$ cat src/rtl/renamer_pkg.sv
package renamer_pkg;
    localparam int NUM_ARCH_DEF = 8;
    localparam int NUM_PHYS_DEF = 16;

    typedef enum logic [1:0] {
        FL_EMPTY,
        FL_PARTIAL,
        FL_FULL
    } fl_state_e;
endpackage

$ cat src/rtl/rn_map_table.sv
module rn_map_table #(
    parameter int NUM_ARCH = renamer_pkg::NUM_ARCH_DEF,
    parameter int NUM_PHYS = renamer_pkg::NUM_PHYS_DEF,
    localparam int AW = $clog2(NUM_ARCH),
    localparam int TW = $clog2(NUM_PHYS)
) (
    input  logic          clk,
    input  logic          rst_n,
    input  logic [AW-1:0] rd_a,
    input  logic [AW-1:0] rd_b,
    output logic [TW-1:0] tag_a,
    output logic [TW-1:0] tag_b,
    input  logic          wr_en,
    input  logic [AW-1:0] wr_idx,
    input  logic [TW-1:0] wr_tag
);
    logic [TW-1:0] entry [NUM_ARCH];

    // One register per architectural name, reset to the identity mapping.
    for (genvar g = 0; g < NUM_ARCH; g++) begin : g_entry
        always_ff @(posedge clk) begin
            if (!rst_n) begin
                entry[g] <= TW'(g);
            end else if (wr_en && (wr_idx == AW'(g))) begin
                entry[g] <= wr_tag;
            end
        end
    end

    // Reads see the stored mapping, never the write of this cycle.
    assign tag_a = entry[rd_a];
    assign tag_b = entry[rd_b];
endmodule

$ cat src/rtl/rn_free_list.sv
module rn_free_list
    import renamer_pkg::*;
#(
    parameter int NUM_ARCH = renamer_pkg::NUM_ARCH_DEF,
    parameter int NUM_PHYS = renamer_pkg::NUM_PHYS_DEF,
    localparam int DEPTH = NUM_PHYS,
    localparam int PW = $clog2(DEPTH),
    localparam int CW = $clog2(DEPTH + 1),
    localparam int TW = $clog2(NUM_PHYS),
    localparam int INIT_FREE = NUM_PHYS - NUM_ARCH
) (
    input  logic          clk,
    input  logic          rst_n,
    input  logic          pop,
    input  logic          push,
    input  logic [TW-1:0] push_tag,
    output logic [TW-1:0] head_tag,
    output logic          empty,
    output logic          full
);
    fl_state_e     state, state_nxt;
    logic [TW-1:0] slot [DEPTH];
    logic [PW-1:0] head_q, tail_q;
    logic [CW-1:0] cnt_q;
    logic          do_pop, do_push;

    function automatic logic [PW-1:0] step(input logic [PW-1:0] p);
        return (p == PW'(DEPTH - 1)) ? '0 : p + 1'b1;
    endfunction

    assign do_pop  = pop && !empty;
    assign do_push = push && (!full || do_pop);

    // Transition logic.
    always_comb begin
        state_nxt = state;
        unique case (state)
            FL_EMPTY: begin
                if (do_push) state_nxt = FL_PARTIAL;                        // fill_first
            end
            FL_PARTIAL: begin
                if (do_push && !do_pop && cnt_q == CW'(DEPTH - 1))
                    state_nxt = FL_FULL;                                     // fill_last
                else if (do_pop && !do_push && cnt_q == CW'(1))
                    state_nxt = FL_EMPTY;                                    // drain_last
            end
            FL_FULL: begin
                if (do_pop && !do_push) state_nxt = FL_PARTIAL;              // drain_first
            end
            default: state_nxt = FL_EMPTY;
        endcase
    end

    // State register.
    always_ff @(posedge clk) begin
        if (!rst_n) state <= FL_PARTIAL;
        else        state <= state_nxt;
    end

    // Outputs decoded from the state.
    always_comb begin
        empty = 1'b0;
        full  = 1'b0;
        unique case (state)
            FL_EMPTY:   empty = 1'b1;
            FL_PARTIAL: ;
            FL_FULL:    full  = 1'b1;
            default:    empty = 1'b1;
        endcase
    end

    // Queue storage and pointers.
    always_ff @(posedge clk) begin
        if (!rst_n) begin
            for (int i = 0; i < DEPTH; i++)
                slot[i] <= (i < INIT_FREE) ? TW'(NUM_ARCH + i) : '0;
            head_q <= '0;
            tail_q <= PW'(INIT_FREE);
            cnt_q  <= CW'(INIT_FREE);
        end else begin
            if (do_push) begin
                slot[tail_q] <= push_tag;
                tail_q       <= step(tail_q);
            end
            if (do_pop) head_q <= step(head_q);
            cnt_q <= cnt_q + CW'(do_push) - CW'(do_pop);
        end
    end

    assign head_tag = slot[head_q];
endmodule

$ cat src/rtl/map_renamer.sv
module map_renamer #(
    parameter int NUM_ARCH = renamer_pkg::NUM_ARCH_DEF,
    parameter int NUM_PHYS = renamer_pkg::NUM_PHYS_DEF,
    localparam int AW = $clog2(NUM_ARCH),
    localparam int TW = $clog2(NUM_PHYS)
) (
    input  logic          clk,
    input  logic          rst_n,
    input  logic          ren_valid,
    input  logic          ren_has_dst,
    input  logic [AW-1:0] ren_src_a,
    input  logic [AW-1:0] ren_src_b,
    input  logic [AW-1:0] ren_dst,
    output logic          ren_ready,
    output logic [TW-1:0] phys_src_a,
    output logic [TW-1:0] phys_src_b,
    output logic [TW-1:0] phys_dst,
    input  logic          rel_valid,
    input  logic [TW-1:0] rel_tag
);
    logic fl_empty, fl_full, alloc;

    // Only a write needs a free register; reads never stall.
    assign ren_ready = !(ren_has_dst && fl_empty);
    assign alloc     = ren_valid && ren_ready && ren_has_dst;

    rn_map_table #(.NUM_ARCH(NUM_ARCH), .NUM_PHYS(NUM_PHYS)) u_map (
        .clk    (clk),
        .rst_n  (rst_n),
        .rd_a   (ren_src_a),
        .rd_b   (ren_src_b),
        .tag_a  (phys_src_a),
        .tag_b  (phys_src_b),
        .wr_en  (alloc),
        .wr_idx (ren_dst),
        .wr_tag (phys_dst)
    );

    rn_free_list #(.NUM_ARCH(NUM_ARCH), .NUM_PHYS(NUM_PHYS)) u_free (
        .clk      (clk),
        .rst_n    (rst_n),
        .pop      (alloc),
        .push     (rel_valid),
        .push_tag (rel_tag),
        .head_tag (phys_dst),
        .empty    (fl_empty),
        .full     (fl_full)
    );
endmodule

$ cat config.mk
export PLATFORM = sky130hd
export DESIGN_NAME = map_renamer
export DESIGN_NICKNAME = d
export VERILOG_FILES = /design/src/rtl/renamer_pkg.sv /design/src/rtl/rn_map_table.sv /design/src/rtl/rn_free_list.sv /design/src/rtl/map_renamer.sv
export SDC_FILE = /design/constraint.sdc
export NUM_CORES = 1
export LEC_CHECK = 0
export BUFFER_PORTS_ARGS = -buffer_cell sky130_fd_sc_hd__buf_2
export CORE_MARGIN = 2
export CORE_UTILIZATION = 57
export CTS_CLUSTER_SIZE = 24
export DETAILED_ROUTE_END_ITERATION = 12
export PLACE_DENSITY = 0.79
export SLEW_MARGIN = 15
export SYNTH_ARGS = -nofsm -noshare
export SYNTH_HDL_FRONTEND = slang
export SYNTH_HIERARCHICAL = 1
export SYNTH_SLANG_ARGS = --single-unit
$ cat constraint.sdc
create_clock -name clk -period 3.7 [get_ports clk]
set_input_delay 0.185 -clock clk [delete_from_list [all_inputs] [get_ports clk]]
set_output_delay 0.185 -clock clk [all_outputs]
set_load 0.005 [all_outputs]
== Yosys cells after proc, flatten, opt, wreduce, memory -nomap -nowiden ==
Memories as Yosys holds them, arrays and structs flattened. A register that Yosys moved wholly into a read port is not among the register bits.
Cells that the tools add are included.

* $add $sub $neg: 4
* Eq/ne operators: 16
* Muxes and demuxes: 50
* Bitwise logic cells: 8
* Reduce and logical (&&, ||, !) cells: 27

{| class="wikitable"
|+ Operators with widths
! operator !! number
|-
| $mux W4 || 14
|-
| $mux W1 || 31
|-
| $logic_and A1 B1 Y1 || 17
|-
| $eq A3 B3 Y1 const B || 4
|-
| $add A4 B1 Y4 const B || 2
|-
| $eq A4 B4 Y1 const B || 2
|-
| $mux W2 || 4
|-
| $or A1 B1 Y1 || 8
|-
| $eq A3 B2 Y1 const B || 2
|-
| $pmux W2 S3 || 1
|-
| $add A5 B1 Y5 || 1
|-
| $eq A5 B1 Y1 const B || 1
|-
| $eq A5 B4 Y1 const B || 1
|-
| $sub A5 B1 Y5 || 1
|-
| $logic_not A1 Y1 || 4
|-
| $ne A2 B1 Y1 const B || 2
|-
| $reduce_or A4 Y1 || 1
|-
| $eq A3 B1 Y1 const B || 1
|-
| $logic_not A3 Y1 || 1
|-
| $ne A3 B1 Y1 const B || 1
|-
| $reduce_and A3 Y1 || 1
|-
| $eq A2 B1 Y1 const B || 1
|-
| $eq A2 B2 Y1 const B || 1
|-
| $logic_not A2 Y1 || 1
|-
| other kinds (2) || 2
|}

* Register bits after elaboration: 15
* Memory bits (writable): 96
* Bits of input ports: 18
* Output and inout port bits: 13
* Word-level logic and storage cells: 111
* Memories kept: 2

{| class="wikitable"
|+ Memory list
! memory !! words !! bits a word !! rd ports !! clocked after Yosys merged registers in !! wr ports !! RTL line !! RTL
|-
| u_free.slot || 16 || 4 || 1 || 1 || 16 || rn_free_list.sv:22 || <nowiki>logic [TW-1:0] slot [DEPTH];</nowiki>
|-
| u_map.entry || 8 || 4 || 2 || 0 || 8 || rn_map_table.sv:17 || <nowiki>logic [TW-1:0] entry [NUM_ARCH];</nowiki>
|}

== Logic depth before layout (Yosys ltp) ==
Gate-level depths: netlist (run 1).

* Word-level depth: 16
* Depth in mapped cells: 15
* Gate-level depth less buffers: 15

== Hierarchy ==
The synthesis (run 1) kept the hierarchy.

{| class="wikitable"
|+ Modules (own cells, without submodules)
! module !! instances !! cells each !! area an instance (µm²) !! seq. area each (µm²)
|-
| rn_free_list || 1 || 347 || 4093.9 || 2302.2
|-
| rn_map_table || 1 || 117 || 1839.3 || 960.9
|-
| map_renamer || 1 || 2 || 12.5 || 0.0
|}

== Worst setup path after synthesis (run 1) ==
Ideal clock, no wire load.

* Path kind: register to register
* Start: register u_free.state[0]
* End: register u_free.cnt_q[4]
* Library setup time: 0.071 ns
* Arrival time: 3.034 ns
* Required time: 3.629 ns
* Path slack: 0.595 ns
* Cell stages (with the launch flop): 16
* Path buffers: 0
* Period minus slack after synthesis: 3.105 ns
* Path through: dfxtp_1 inv_1 ha_1 inv_1 and3b_1 nand2b_2 and2_4 inv_2 ha_1 inv_1 ha_1 fa_1 a21oi_1 nor2_1 or3_1 a21oi_1

* Cells in the longest elaborated chain, start to end: 12
* Elaborated cells on any way between the ends: 15
* Those cells by class: add/sub: 2; eq/ne: 2; mux: 2; reduce/logical: 9

{| class="wikitable"
|+ Ends and longest elaborated chain
! what !! RTL line !! RTL
|-
| start: declaration || rn_free_list.sv:21 || <nowiki>fl_state_e state, state_nxt;</nowiki>
|-
| start signal: assignment || rn_free_list.sv:57 || <nowiki>else state <= state_nxt;</nowiki>
|-
| $eq A2 B1 Y1 or $eq A2 B2 Y1 (tied branches) || rn_free_list.sv:64 || <nowiki>unique case (state)</nowiki>
|-
| $reduce_or A2 Y1 (no source line) * || -- ||
|-
| $mux W1 * || rn_free_list.sv:64 ||
|-
| via fl_empty || map_renamer.sv:21 || <nowiki>logic fl_empty, fl_full, alloc;</nowiki>
|-
| $logic_and A1 B1 Y1 * || map_renamer.sv:24 || <nowiki>assign ren_ready = !(ren_has_dst && fl_empty);</nowiki>
|-
| $logic_not A1 Y1 * || map_renamer.sv:24 ||
|-
| $logic_and A1 B1 Y1 * (2 in series) || map_renamer.sv:25 || <nowiki>assign alloc = ren_valid && ren_ready && ren_has_dst;</nowiki>
|-
| via alloc || map_renamer.sv:21 ||
|-
| $logic_and A1 B1 Y1 * || rn_free_list.sv:31 || <nowiki>assign do_pop = pop && !empty;</nowiki>
|-
| $logic_or A1 B1 Y1 || rn_free_list.sv:32 || <nowiki>assign do_push = push && (!full || do_pop);</nowiki>
|-
| $logic_and A1 B1 Y1 || rn_free_list.sv:32 ||
|-
| $add A5 B1 Y5 || rn_free_list.sv:86 || <nowiki>cnt_q <= cnt_q + CW'(do_push) - CW'(do_pop);</nowiki>
|-
| $sub A5 B1 Y5 * || rn_free_list.sv:86 ||
|-
| end signal: assignment || rn_free_list.sv:79 || <nowiki>cnt_q <= CW'(INIT_FREE);</nowiki>
|-
| end signal: assignment || rn_free_list.sv:86 ||
|-
| end: declaration || rn_free_list.sv:24 || <nowiki>logic [CW-1:0] cnt_q;</nowiki>
|}

The timed path passes the listed nets; every way through them passes the cells marked *.
A chain may end at the register's enable or synchronous reset.

== Final worst setup path (run 1) ==
* Start: register u_free.state[1]
* End: register u_free.cnt_q[4]

Same word-level chain as after synthesis.

==> results of run 1 <==
==> cells by family after synthesis <==
| kind of cell | count (synthesis) | synth area share, % |
|---|---|---|
| XOR/XNOR | 5 | 0.7367 |
| adder cells (fa/ha/maj) | 18 | 3.914 |
| multiplexers | 41 | 14.81 |
| AND/OR/NAND/NOR | 204 | 18.14 |
| buffers and inverters | 43 | 3.262 |
| AO/OA/AOI/OAI | 40 | 4.251 |
| flip-flops | 115 | 54.88 |
==> routing by layer <==
metal / part of all wire [%] / routed length, um / global-route usage (%)
met5: 0 / 0 / 0
met4: 2.8 / 368 / 9.305
met3: 9.2 / 1215 / 7.296
met2: 50 / 6632 / 39.70
met1: 37 / 4920 / 31.36
==> power by group <==
| part | leakage (nW) | switching [mW] | internal, mW | total [mW] |
|---|---|---|---|---|
| combinational | 1.14 | 0.204 | 0.151 | 0.355 |
| clock | 0.267 | 0.534 | 0.934 | 1.47 |
| sequential | 1.04 | 0.0357 | 1.46 | 1.49 |
==> worst max-delay path by stage <==
stage,cells after the start,to,slack (ns)
after floorplan,15,u_free/cnt_q[4],0.60
after global placement,15,u_free/cnt_q[4],0.44
after detailed placement,15,u_free/cnt_q[4],0.26
after CTS,15,u_free/cnt_q[4],0.26
after global routing,15,u_free/cnt_q[4],0.06
final,15,u_free/cnt_q[4],0.23
==> worst max-delay path, stage by stage (launching register included) <==
cell      delay (ns)
dfxtp_1         0.39
inv_1           0.08
ha_1            0.33
inv_1           0.07
and3b_1         0.41
nand2b_2        0.24
and2_4          0.18
inv_2           0.05
ha_1            0.26
inv_1           0.04
ha_1            0.20
fa_1            0.41
a21oi_1         0.16
nor2_1          0.06
or3_1           0.36
a21oi_1         0.16
==> final cells by class <==
type,instances,area (um^2)
fillers,727,3540
inverters,17,63.81
well taps,136,170.2
flip-flops and latches,115,3263
clock inverters,7,58.81
multi-input cells,308,2489
repair buffers,33,172.7
clock buffers,25,474.2
==> cell usage after synthesis (5+ instances only) <==
master	count
clkbuf_1	14
nand3_1	25
mux4_1	16
a22oi_1	8
nor2_1	40
nand3b_1	5
nand2_1	58
and3_1	31
or3_1	14
mux4_2	16
a21oi_1	11
dfxtp_1	19
ha_1	17
inv_1	16
mux2_2	8
o21ai_0	11
buf_2	8
edfxtp_1	96
==> registers in the layout, summed over array words and instances, names as in the netlist, named ones only <==
| signal | flops |
|---|---|
| u_map/entry | 32 |
| u_free/state | 2 |
| u_free/head_q | 4 |
| u_free/cnt_q | 5 |
| u_free/slot | 64 |
| u_free/tail_q | 4 |
==> per-stage QoR <==
stage | instance area, um^2 | util, % | hold WS [ns] | worst slack, ns
3_5_place_dp | 6158 | 60.19 | 0.4984 | 0.2560
4_1_cts | 6691 | 65.40 | 0.03338 | 0.2591
6_report | 6691 | 65.40 | 0.06208 | 0.2332
2_1_floorplan | 5946 | - | 0.3588 | 0.5953
3_3_place_gp | 6158 | 60.19 | 0.4825 | 0.4389
5_1_grt | 6691 | 65.40 | 0.06224 | 0.06324
==> impl_results.md, run 1 <==
* Outcome: finished, final reports clean
* RR Endpoint: u_free/cnt_q[4]
* Hold path depth at 2
* Peak Freq at 288.5 MHz
* WL final at 13140 um
* Clock Tree Buf Depth at 2
* Clk slew on worst S/H paths at 0.05 ns
* Placed cell count at 609
* Postcts setup bufs at 0
* Vias in the first global route at 3819
* Post-Synthesis Cell Area at 0.005946 mm^2
* Leakage at 2.445 nW
* Critical Setup Path Class: register to register
* Core Area at 0.01023 mm^2
* Num rows at 37
* Max Cap Viol at 0
* Post-synthesis cell count at 466
* Global-route wire length before repair at 20310 um
* Routed Antenna Nets at 0
* Htree depth at 4
* Layout cell share with drive strength beyond 1 at 19.01%
* Post-DP HPWL at 8855 um
* Flop2flop setup slack at 0.23 ns
* Most common cell after layout, fill and taps aside: edfxtp_1
* HP Class: input pin to register
* Die area at 0.01126 mm^2
* Critical path startpoint: u_free/state[1]
* Min Clock Period, post-route at 3.467 ns
* CTS Buf Count at 17
* Slew @ Worst Pin at 0.8877 ns
* GRT Total Usage at 24.51%
* Die X at 106.1 um
* Nets@finish at 528
* IO Pins at 31
* Yosys top cell by area: edfxtp_1
* Seq cells post-synth at 115
* Setup_tns at 0 ns
* Via Count at 4060
* Routed WL per cell at 20.49 um
* TritonRoute pass-1 iters at 6
* Post-cts hold buffer count at 0
* Starting Density at 58.11%
* Post_cts resized at 0
* Area Growth Syn to Fin at 12.54%
* I/O Buffers at 30
* Crit path max fanout at 11
* Tcrit/Tclk final at 93.70%
* Nature of the critical path endpoint: register
* Hold_sp: rel_tag[1]
* Grt ovf at 0
* Yosys top cell area share at 48.48%
* Cell at the root of the clock tree: clkbuf_8
* Max transition margin at 40.31%
* Peak VDD IR at 344.9 uV
* Worst Path Required at 4.15 ns
* Max-slew violation count at 0
* Final hold vios at 0
* # setup viols final at 0
* Die H at 106.1 um
* Reg2Reg Depth at 15
* Initial antenna violation count at 0
* Ys Warns at 6
* Skew final at 0.006612 ns
* Critical Path AT at 3.92 ns
* Placer Congestion at 0.8342
* Mean Syn Cell Area at 12.76 um^2
* Overall power at 3.313 mW
* RSZ-0062 raised after global routing: false
* Post-synth EDFFs at 96
* Worst R2R Start: u_free/state[1]
* Ys async rst share at 0%
* Clock Sinks at 115
* CTS tree: built
* Via-to-Cell Ratio at 6.334
* Skew-Pair Late Insertion Delay at 0.52 ns
* Pin count of the biggest net entering global routing at 37
* Number of remaining DRC errors at 0
* Register area share after synthesis at 54.88%
* Non-Filler Instances at 641
* Post-Syn Nets at 502
* Most frequent cells in the layout: edfxtp_1, nand2_1, nor2_1
* Worst Hold End: u_free/slot[15][1]
* Critical Path Start Type: register
* Count of cell types in the netlist at 50
* Ys flop type: edfxtp_1
* Synth area leaders: edfxtp_1, mux4_1, dfxtp_1
* Pwr Density at 495.2 mW/mm^2
* # diodes at 0
* First-iteration detailed-routing DRC count at 435
No activity file was read; power rests on OpenSTA's default activity.
==> run 2, diff against run 1 <==
CORE_ASPECT_RATIO = 1.1   (was default)
CORE_UTILIZATION = 59   (was 57)
PLACE_DENSITY = 0.81   (was 0.79)
TNS_END_PERCENT = 30   (was default)
==> impl_results.md, run 2 (synthesis gave the netlist of run 1 again) <==
* Outcome: finished, final reports clean
* Final hold vios at 0 (unchanged)
* Clock Sinks at 115 (unchanged)
* TritonRoute pass-1 iters at 7 (+1)
* Area Growth Syn to Fin at 12.88%
* Core Area at 0.009842 mm^2 (-3.8%)
* Leakage at 2.453 nW (+0.31%)
* Max transition margin at 46.03% (+5.7 points)
* Initial antenna violation count at 0 (unchanged)
* Largest Register: u_free/slot
* Vias in the first global route at 3947 (+3.4%)
* Routed Antenna Nets at 0 (unchanged)
* Cell at the root of the clock tree: clkbuf_8
* Nets@finish at 529 (+0.19%)
* CTS tree: built
* Post-DP HPWL at 8793 um (-0.70%)
* Critical Path Start Type: register
* Clk slew on worst S/H paths at 0.06 ns (about the same)
* WL final at 12740 um (-3.0%)
* Placed cell count at 594 (-2.5%)
* Worst Path Required at 4.14 ns (about the same)
* Min Clock Period, post-route at 3.435 ns (-0.03171 ns)
* Most frequent cells in the layout: edfxtp_1, nand2_1, nor2_1
* Peak Freq at 291.1 MHz (+0.92%)
* Clock Tree Buf Depth at 2 (unchanged)
* Top flop regs: u_free/slot (64), u_map/entry (32), u_free/cnt_q (5)
* Number of remaining DRC errors at 0 (unchanged)
* HP Class: input pin to register
* Placer Congestion at 0.8534 (+2.3%)
* Htree depth at 4 (unchanged)
* Post-cts hold buffer count at 0 (unchanged)
* Via-to-Cell Ratio at 6.217 (-1.8%)
* Critical Path Max Stage Delay at 0.41 ns (about the same)
* CTS Buf Count at 17 (unchanged)
* Global-route wire length before repair at 20430 um (+0.58%)
* Slowest CP cell: and3b_1
* Routed WL per cell at 20.36 um (-0.67%)
* Pre-CTS setup slack at 0.2986 ns (+0.04255 ns)
* GRT Total Usage at 25.57% (+1.1 points)
* Nature of the critical path endpoint: register
* Worst Hold Slack at 0.05277 ns (-0.009317 ns)
* Pwr Density at 506.0 mW/mm^2 (+2.2%)
* Peak VDD IR at 391.3 uV (+13%)
* I/O Buffers at 30 (unchanged)
* Setup_tns at 0 ns (unchanged)
* RSZ-0062 raised after global routing: false
* Ordered cell list for the critical path: inv_1 > ha_1 > inv_1 > and3b_1 > nand2b_2 > and2_4 > inv_2 > ha_1 > inv_1 > ha_1 > fa_1 > a21oi_1 > nor2_1 > or3_1 > a21oi_1
* First-iteration detailed-routing DRC count at 323 (-26%)
* Pin count of the biggest net entering global routing at 37 (unchanged)
* Fin worst setup slack at 0.2650 ns (+0.03171 ns)
* Post_cts resized at 0 (unchanged)
* Via Count at 3892 (-4.1%)
* Most common cell after layout, fill and taps aside: edfxtp_1
* Max Cap Viol at 0 (unchanged)
* Die H at 109.3 um (+3.0%)
* Non-Filler Instances at 626 (-2.3%)
* Die X at 99.72 um (-6.0%)
* IO Pins at 31 (unchanged)
* Num rows at 38 (+2.7%)
* # setup viols final at 0 (unchanged)
* Critical Setup Path Class: register to register
* Skew-Pair Late Insertion Delay at 0.51 ns (about the same)
* Filler cells at 683 (-6.1%)
* Tcrit/Tclk final at 92.84% (-0.86 points)
* Layout cell share with drive strength beyond 1 at 19.37% (+0.36 points)
* Critical Path AT at 3.88 ns (-0.04 ns)
* Starting Density at 60.41% (+2.3 points)
* Slew @ Worst Pin at 0.8061 ns (-0.08159 ns)
* Die area at 0.01090 mm^2 (-3.3%)
* Grt ovf at 0 (unchanged)
* Skew final at 0.003947 ns (-0.002666 ns)
* Max-slew violation count at 0 (unchanged)
* CP Buf/Inv Count at 4 (unchanged)
* Delay-heaviest family, CP: simple AND/OR/NAND/NOR gates
* Postcts setup bufs at 0 (unchanged)
* Crit path max fanout at 11 (unchanged)
* Max FFs per register at 64 (unchanged)
* # diodes at 0 (unchanged)
## run 2: worst paths after layout
kind / start / to / slack (ns) / cells after the start
setup / recovery: u_free/state[0] / u_free/cnt_q[4] / 0.26 / 15
hold reg to reg: u_free/state[1] / u_free/state[1] / 0.50 / 2
hold / removal: rel_tag[0] / u_free/slot[15][0] / 0.05 / 2
setup reg to reg: u_free/state[0] / u_free/cnt_q[4] / 0.26 / 15
## run 2: per-layer routing
metal / routed length, um / global-route usage [%]
met1: 4678 / 29.46
met5: 0 / 0
met3: 1035 / 6.218
met4: 384 / 12.13
met2: 6645 / 45.03
## run 2: through the flow
step / cell area (um^2) / total power, mW / util [%]
floorplan: 5946 / 1.759 / -
global placement: 6146 / 1.840 / 62.45
detailed placement: 6146 / 1.859 / 62.45
CTS: 6711 / 3.410 / 68.19
global route: 6711 / 3.509 / 68.19
finish: 6711 / 3.396 / 68.19
## run 2: report_power, final
group	internal (mW)	switching, mW	total (mW)
combinational	0.152	0.199	0.351
clock	1.02	0.542	1.56
sequential	1.45	0.0320	1.49
## run 2: final cells by class
type                            count  area, um^2  area share (%)
Timing Repair Buffer               34       180.2           2.685
Tap cell                          120       150.1           2.237
Sequential cell                   115        3263           48.62
Clock buffer                       21       429.2           6.394
Multi-Input combinational cell    308        2489           37.08
Clock inverter                     11       136.4           2.032
Inverter                           17       63.81          0.9508
